File: src/rtl/dntimer_pkg.sv
package dntimer_pkg;
  localparam int unsigned CNT_W  = 16;
  localparam int unsigned ADDR_W = 3;

  typedef enum logic [ADDR_W-1:0] {
    A_CTRL   = 3'd0,
    A_STAT   = 3'd1,
    A_EVGEN  = 3'd2,
    A_COUNT  = 3'd3,
    A_RELOAD = 3'd4,
    A_ACTIVE = 3'd5
  } reg_addr_e;

  localparam int unsigned CTL_RUN  = 0;
  localparam int unsigned CTL_HOLD = 1;
  localparam int unsigned CTL_BUF  = 2;
  localparam int unsigned CTL_W    = 3;

  typedef struct packed {
    logic buf_en;
    logic hold;
    logic run;
  } ctrl_t;
endpackage

File: src/rtl/dntimer_regs.sv
module dntimer_regs
  import dntimer_pkg::*;
#(
  parameter int unsigned W  = CNT_W,
  parameter int unsigned AW = ADDR_W
) (
  input  logic          clk,
  input  logic          rst,
  input  logic          wr_en,
  input  logic [AW-1:0] addr,
  input  logic [W-1:0]  wdata,
  input  logic [W-1:0]  cnt,
  input  logic [W-1:0]  arr_pre,
  input  logic [W-1:0]  arr_act,
  input  logic          flag,
  output ctrl_t         ctrl,
  output logic          sw_req,
  output logic          cnt_wr,
  output logic          arr_wr,
  output logic          flag_clr,
  output logic [W-1:0]  rdata
);
  localparam int unsigned PADC = W - CTL_W;
  localparam int unsigned PAD1 = W - 1;

  logic sel_ctrl, sel_stat, sel_ev;

  always_comb begin
    sel_ctrl = wr_en && (addr == AW'(A_CTRL));
    sel_stat = wr_en && (addr == AW'(A_STAT));
    sel_ev   = wr_en && (addr == AW'(A_EVGEN));
    cnt_wr   = wr_en && (addr == AW'(A_COUNT));
    arr_wr   = wr_en && (addr == AW'(A_RELOAD));
    flag_clr = sel_stat && !wdata[0];
  end

  always_ff @(posedge clk) begin
    if (rst) begin
      ctrl <= '0;
    end else if (sel_ctrl) begin
      ctrl.run    <= wdata[CTL_RUN];
      ctrl.hold   <= wdata[CTL_HOLD];
      ctrl.buf_en <= wdata[CTL_BUF];
    end
  end

  // request bit lives exactly one cycle unless rewritten
  always_ff @(posedge clk) begin
    if (rst)        sw_req <= 1'b0;
    else if (sel_ev) sw_req <= wdata[0];
    else            sw_req <= 1'b0;
  end

  always_ff @(posedge clk) begin
    if (rst) begin
      rdata <= '0;
    end else begin
      unique case (addr)
        AW'(A_CTRL):   rdata <= {{PADC{1'b0}}, ctrl};
        AW'(A_STAT):   rdata <= {{PAD1{1'b0}}, flag};
        AW'(A_EVGEN):  rdata <= {{PAD1{1'b0}}, sw_req};
        AW'(A_COUNT):  rdata <= cnt;
        AW'(A_RELOAD): rdata <= arr_pre;
        AW'(A_ACTIVE): rdata <= arr_act;
        default:       rdata <= '0;
      endcase
    end
  end

  a_r6_req_selfclear: assert property (@(posedge clk) disable iff (rst)
    (sw_req && !sel_ev) |=> !sw_req);
endmodule

File: src/rtl/dntimer_reload.sv
module dntimer_reload
  import dntimer_pkg::*;
#(
  parameter int unsigned W = CNT_W
) (
  input  logic         clk,
  input  logic         rst,
  input  logic         buf_en,
  input  logic         arr_wr,
  input  logic [W-1:0] wdata,
  input  logic         upd_evt,
  output logic [W-1:0] arr_pre,
  output logic [W-1:0] arr_act,
  output logic [W-1:0] reload_val
);
  localparam logic [W-1:0] RST_VAL = '1;

  always_ff @(posedge clk) begin
    if (rst) arr_pre <= RST_VAL;
    else if (arr_wr) arr_pre <= wdata;
  end

  always_ff @(posedge clk) begin
    if (rst) arr_act <= RST_VAL;
    else if (arr_wr && !buf_en) arr_act <= wdata;
    else if (upd_evt) arr_act <= arr_pre;
  end

  // on an update the count takes the value that becomes active
  always_comb reload_val = upd_evt ? arr_pre : arr_act;

  a_r5_active_hold: assert property (@(posedge clk) disable iff (rst)
    (buf_en && !upd_evt) |=> $stable(arr_act));
  a_r4_direct_write: assert property (@(posedge clk) disable iff (rst)
    (arr_wr && !buf_en) |=> (arr_act == arr_pre));
endmodule

File: src/rtl/dntimer_core.sv
module dntimer_core
  import dntimer_pkg::*;
#(
  parameter int unsigned W = CNT_W
) (
  input  logic         clk,
  input  logic         rst,
  input  ctrl_t        ctrl,
  input  logic         sw_req,
  input  logic         trig_in,
  input  logic         cnt_wr,
  input  logic [W-1:0] wdata,
  input  logic         flag_clr,
  input  logic [W-1:0] reload_val,
  output logic         upd_evt,
  output logic [W-1:0] cnt,
  output logic         flag,
  output logic         upd_pulse
);
  logic uf;

  always_comb begin
    uf      = ctrl.run && (cnt == '0);
    upd_evt = !ctrl.hold && (uf || sw_req || trig_in);
  end

  always_ff @(posedge clk) begin
    if (rst)                cnt <= '0;
    else if (uf || upd_evt) cnt <= reload_val;
    else if (cnt_wr)        cnt <= wdata;
    else if (ctrl.run)      cnt <= cnt - 1'b1;
  end

  always_ff @(posedge clk) begin
    if (rst)           flag <= 1'b0;
    else if (upd_evt)  flag <= 1'b1;
    else if (flag_clr) flag <= 1'b0;
  end

  always_ff @(posedge clk) begin
    if (rst) upd_pulse <= 1'b0;
    else     upd_pulse <= upd_evt;
  end

  a_r1_decrement: assert property (@(posedge clk) disable iff (rst)
    (ctrl.run && cnt != '0 && !upd_evt && !cnt_wr) |=> (cnt == $past(cnt) - 1'b1));
  a_r3_hold_quiet: assert property (@(posedge clk) disable iff (rst)
    ctrl.hold |=> !upd_pulse);
  a_r8_flag_set: assert property (@(posedge clk) disable iff (rst)
    upd_pulse |-> flag);
  a_r9_stopped_hold: assert property (@(posedge clk) disable iff (rst)
    (!ctrl.run && !upd_evt && !cnt_wr) |=> $stable(cnt));
endmodule

File: src/rtl/dntimer.sv
module dntimer
  import dntimer_pkg::*;
#(
  parameter int unsigned W  = CNT_W,
  parameter int unsigned AW = ADDR_W
) (
  input  logic          clk,
  input  logic          rst,
  input  logic          wr_en,
  input  logic [AW-1:0] addr,
  input  logic [W-1:0]  wdata,
  output logic [W-1:0]  rdata,
  input  logic          trig_in,
  output logic [W-1:0]  cnt_o,
  output logic          upd_pulse
);
  ctrl_t        ctrl;
  logic         sw_req, cnt_wr, arr_wr, flag_clr, upd_evt, flag;
  logic [W-1:0] cnt, arr_pre, arr_act, reload_val;

  dntimer_regs #(.W(W), .AW(AW)) u_regs (
    .clk(clk), .rst(rst), .wr_en(wr_en), .addr(addr), .wdata(wdata),
    .cnt(cnt), .arr_pre(arr_pre), .arr_act(arr_act), .flag(flag),
    .ctrl(ctrl), .sw_req(sw_req), .cnt_wr(cnt_wr), .arr_wr(arr_wr),
    .flag_clr(flag_clr), .rdata(rdata)
  );

  dntimer_reload #(.W(W)) u_reload (
    .clk(clk), .rst(rst), .buf_en(ctrl.buf_en), .arr_wr(arr_wr),
    .wdata(wdata), .upd_evt(upd_evt), .arr_pre(arr_pre),
    .arr_act(arr_act), .reload_val(reload_val)
  );

  dntimer_core #(.W(W)) u_core (
    .clk(clk), .rst(rst), .ctrl(ctrl), .sw_req(sw_req), .trig_in(trig_in),
    .cnt_wr(cnt_wr), .wdata(wdata), .flag_clr(flag_clr),
    .reload_val(reload_val), .upd_evt(upd_evt), .cnt(cnt), .flag(flag),
    .upd_pulse(upd_pulse)
  );

  assign cnt_o = cnt;
endmodule

File: config.mk
export PLATFORM = sky130hd
export DESIGN_NAME = dntimer
export DESIGN_NICKNAME = d
export VERILOG_FILES = /design/src/rtl/dntimer_pkg.sv /design/src/rtl/dntimer_regs.sv /design/src/rtl/dntimer_reload.sv /design/src/rtl/dntimer_core.sv /design/src/rtl/dntimer.sv
export SDC_FILE = /design/constraint.sdc
export NUM_CORES = 1
export LEC_CHECK = 0
export ABC_AREA = 1
export BUFFER_PORTS_ARGS = -buffer_cell sky130_fd_sc_hd__buf_2
export CAP_MARGIN = 15
export CORE_ASPECT_RATIO = 0.9
export CORE_UTILIZATION = 59
export CTS_BUF_LIST = sky130_fd_sc_hd__clkbuf_4
export DETAILED_ROUTE_END_ITERATION = 7
export GPL_TIMING_DRIVEN = 0
export PLACE_DENSITY = 0.84
export SYNTH_ARGS = -nofsm -noshare
export SYNTH_HDL_FRONTEND = slang
export SYNTH_SLANG_ARGS = --single-unit
File: constraint.sdc
create_clock -name clk -period 1.84 [get_ports clk]
set_clock_uncertainty 0.1 [all_clocks]
set_input_delay 0.46 -clock clk [delete_from_list [all_inputs] [get_ports clk]]
set_output_delay 0.46 -clock clk [all_outputs]
set_load 0.05 [all_outputs]
Word level (Yosys, flattened, before mapping). Cells that the tools add are included.

Mux-type cells: 8. Bitwise operators: 1. Equal/unequal tests: 5. Add/subtract/negate cells: 1. Reduce and logical (&&, ||, !) cells: 20.

Operator list (number): one-hot mux 16 bit (6 select lines) (1); two-way mux 16 bit (5); zero test 16 bit (1); subtractor 16 x 1 -> 16 bit (second input constant) (1); logical AND 1 bit (9); equality test 3 x 2 -> 1 bit (second input constant) (2); equality test 3 bit (second input constant) (2); equality test 3 x 1 -> 1 bit (second input constant) (1); zero test 1 bit (3); zero test 3 bit (1); logical OR 1 bit (3); nonzero test 3 bit (1); two-way mux 1 bit (2); nonzero test 2 bit (1); OR reduction 2 bit (1); NOT 1 bit (1).

Register bits: 70. Output and inout bits: 33.

Longest topological paths before layout.
Depth after elaboration: 7. Mapped depth: 14. Mapped depth without buffers: 14.

Cells and area by module. From an unflattened synthesis, not the netlist that was laid out.

Cell total of the unflattened synthesis: 647. Area, all modules: 4113.9 µm².

Modules (own cells, without submodules): dntimer_reload (sequential area each 640.6 µm², times used 1, cells each 229, area each 1561.5 µm²); dntimer_core (sequential area each 360.3 µm², times used 1, cells each 259, area each 1517.7 µm²); dntimer_regs (sequential area each 400.4 µm², times used 1, cells each 159, area each 1034.7 µm²).

Worst setup path after synthesis. No wires, ideal clock.

Path kind: flip-flop to flip-flop. Start: register u_core.cnt[0]. End: register u_core.cnt[11]. Setup time: 0.109 ns. Stages on the path, launching flop included: 15. Data required time: 1.631 ns. Slack: -0.249 ns. Arrival: 1.880 ns. Clock period less this slack: 2.089 ns. Path buffers: 0. Path through: dfxtp_1 > inv_1 > ha_1 > inv_1 > nor2_1 > nand2_1 > nor2_2 > nand2_2 > o21ai_2 > nor2_1 > nand2_1 > nand2_1 > inv_1 > nand2_1 > inv_1.

Cells in the longest elaborated chain, start to end: 7.

RTL lines: start, declared (RTL line dntimer_core.sv:16) `output logic [W-1:0] cnt,`; start signal, assigned (RTL line dntimer_core.sv:29) `else if (uf || upd_evt) cnt <= reload_val;`; start signal, assigned (RTL line dntimer_core.sv:30) `else if (cnt_wr) cnt <= wdata;`; start signal, assigned (RTL line dntimer_core.sv:31) `else if (ctrl.run) cnt <= cnt - 1'b1;`; parallel branches: the longest is 7 deep, another holds subtractor 16 x 1 -> 16 bit.

Several ways; the timed one is not identified. The select of a mux whose other input is x is not followed. A chain may end at the register's enable or synchronous reset.

Worst setup path in the final report.
Start: register u_core.cnt[9]. End: register u_core.cnt[6].

Cells in the longest elaborated chain, start to end: 7.

RTL lines: zero test 16 bit * (RTL line dntimer_core.sv:23) `uf = ctrl.run && (cnt == '0);`; logical AND 1 bit * (RTL line dntimer_core.sv:23); logical OR 1 bit (2 in series) (RTL line dntimer_core.sv:24) `upd_evt = !ctrl.hold && (uf || sw_req || trig_in);`; logical AND 1 bit (RTL line dntimer_core.sv:24); two-way mux 16 bit or logical OR 1 bit (tied branches) (RTL line dntimer_reload.sv:30, dntimer_core.sv:29); two-way mux 16 bit or nonzero test 3 bit (tied branches).

Mark *: on every way between the ends. The rest lies on a longest branch, timed or not.

==> results.json <==
{
  "status": "finished, violations left",
  "violations": "negative setup slack",
  "htreeDepth": 3,
  "cts_root_buffer": "clkbuf_4",
  "place.gp.congestion": 0.970,
  "antennaDiodeCount": 0,
  "synth_area_leaders": "dfxtp_1 (37%), nand2_1 (13%), nand3_1 (9.5%)",
  "worstSetupEndpointType": "register",
  "finalWirelength_um": 13500,
  "clkSinkCount": 70,
  "criticalPathCategory": "reg2reg",
  "slew_violations": 0,
  "min_from": "wdata[5]",
  "die_w_um": 86.0,
  "drive_gt1_share_pct": 24.3,
  "vias_per_cell": 5.99,
  "track_usage_pct": 40.9,
  "r2r_cells": 10,
  "cap_violations": 0,
  "synth_fp_nets": 591,
  "grt_pass1_wl_um": 20600,
  "ant_nets": 0,
  "tightest_slew_ns": 0.767,
  "cts_made_buffers": 9,
  "routedWlPerCell_um": 18.1,
  "ys_top_cells_by_count": "nand2_1 (127), inv_1 (81), nand3_1 (71)",
  "ir_drop_uv": 544,
  "fin_crit_sh_pct": 102,
  "max_freq_mhz": 534,
  "grt_start_max_net_pins": 12,
  "yosysWarnings": 0,
  "syn_inst": 566,
  "grt_setup_unrepaired": "true",
  "synth_top_area_share_pct": 37.4,
  "clockBufferDepth": 2,
  "finalNetCount": 675,
  "syn_area_um2": 3740,
  "synth.distinct_cells": 35,
  "synth-edff-count": 0,
  "cts.clk_slew.worst_paths_ns": 0.12,
  "tritoncts": "built",
  "min_period_ns": 1.87,
  "synth_most_common_cell": "nand2_1",
  "startpoint": "u_core.cnt[9]",
  "grt_pass1_vias": 4119,
  "p_per_area_nw_per_um2": 854,
  "critPathMaxFanout": 6,
  "required_ns": 2.10,
  "synth.avg_cell_area_um2": 6.61,
  "clk_latency_ns": 0.43,
  "drt_iter0_markers": 590,
  "grt_overflow_total": 0,
  "hold_violations": 0,
  "setup_ws_ns": -0.0322,
  "grt_antenna_before_repair": 0,
  "p_leak_nw": 2.46,
  "async_flop_share_pct": 0,
  "cp-start-kind": "register",
  "drcViolationCount": 0,
  "synth.yosys.seq_area_share_pct": 37.4,
  "die_area_um2": 6670,
  "worstPathArrival_ns": 2.13,
  "hold_slack_ns": 0.156,
  "num_vias": 4445,
  "hpwl_um": 8880,
  "pre_cts_ws_ns": -0.347,
  "finalSetupViolCount": 4,
  "synthFlopType": "dfxtp_1",
  "design.core.area_um2": 6110,
  "port-buffer-count": 54,
  "synth-seq-cells": 70,
  "min_path_type": "in2reg",
  "slew-limit-headroom_pct": 48.9,
  "reg2reg_from": "u_core.cnt[9]",
  "synth_top_area_cell": "dfxtp_1",
  "drtPass1Iterations": 6,
  "start_util_pct": 61.2,
  "holdPathStages": 3,
  "die_height_um": 77.6,
  "ios": 56,
  "syn_to_final_growth_pct": 24.5,
  "fillers": 502,
  "num_rows": 27
}
repair_timing:
item / 4_1_cts / 5_1_grt
setup buffers: 11 / 7
pin swaps: 2 / 13
gates resized for setup: 16 / 51
cloned: 0 / 1
hold buffers: 0 / 0
endpoints found under the setup margin: 27 / 34
final cells by class:
type	instances	area (µm²)	area share (%)
Tap cell	87	109	2.34
Buffer	25	169	3.62
Sequential cell	70	1420	30.5
Timing Repair Buffer	73	455	9.77
Inverter	87	333	7.14
Clock inverter	4	71.3	1.53
Clock buffer	12	90.1	1.93
Multi-Input combinational cell	384	2010	43.2
sequential cells by signal, summed over array words and instances, names as in the netlist:
signal and count:
u_regs.rdata 16, u_core.upd_pulse 1, u_reload.arr_act 16, u_regs.sw_req 1, u_core.cnt 16, u_core.flag 1
u_reload.arr_pre 16, u_regs.ctrl 3
critical path, cell delays in order (launching register included):
cell	delay, ns
dfxtp_1	0.39
nor2_2	0.12
nand2_1	0.12
nor2_2	0.19
nand2_2	0.14
o21ai_4	0.12
inv_2	0.09
nand2_4	0.13
buf_8	0.14
o21ai_0	0.09
a21oi_1	0.18
metal layers:
layer	global-route usage, %	routed length, µm	part of all wire [%]	up-vias
met5	0	0	0	-
met4	20.0	646	4.8	0
met3	9.36	1640	12	81
met2	62.5	5870	44	342
met1	54.3	5310	39	2008
li1	-	-	-	2014
logic make-up (layout without fill, tap and decap cells):
group / Yosys count / in the layout / share of synthesized area, %
AOI/OAI and AO/OA: 108 / 108 / 17.2
xor gates and xnor gates: 1 / 1 / 0.234
adders and majority gates: 2 / 2 / 0.669
buffers and inverters: 112 / 201 / 12.3
DFF: 70 / 70 / 37.4
and+or+nand+nor: 273 / 273 / 32.2
layout by cell type, fill, tap and decap left out, types with 7 or more instances in the layout:
master    count
nand2_1     121
buf_4        15
nor2_1       42
o21ai_0      36
clkbuf_4     15
a21oi_1      22
buf_2        58
o22ai_1      11
clkbuf_1     11
o211ai_1     19
nor2_2        9
nand3_1      67
nor2_4        7
nand2_2       9
dfxtp_2       7
inv_1        78
dfxtp_1      60
report_power, final:
| group | internal [mW] | switching (mW) | leakage [nW] |
|---|---|---|---|
| Sequential | 1.61 | 0.0869 | 0.579 |
| Clock | 0.594 | 0.558 | 0.0852 |
| Combinational | 0.352 | 0.779 | 1.80 |
| Total | 2.55 | 1.42 | 2.46 |
metrics by stage:
stage / utilization, % / setup TNS (ns) / instances / cell area (µm²) / power [mW]
global placement: 67.5 / -12.34 / 707 / 4130 / 2.65
finish: 76.2 / -0.0672 / 742 / 4660 / 3.98
global route: 76.2 / -1.34 / 742 / 4660 / 4.13
CTS: 72.5 / 0 / 734 / 4440 / 3.83
detailed placement: 67.5 / -14.11 / 707 / 4130 / 2.67
floorplan: - / 0 / 566 / 3750 / 2.39
path summary, 6_finish.rpt:
| check | slack (ns) | endpoint |
|---|---|---|
| worst max-delay path | -0.03 | u_core.cnt[6] |
| worst min-delay path | 0.16 | u_reload.arr_pre[5] |
| worst max register to register | -0.03 | u_core.cnt[6] |
| worst min register to register | 0.38 | u_core.flag |
Note: power is estimated with default switching activity, not from simulation.
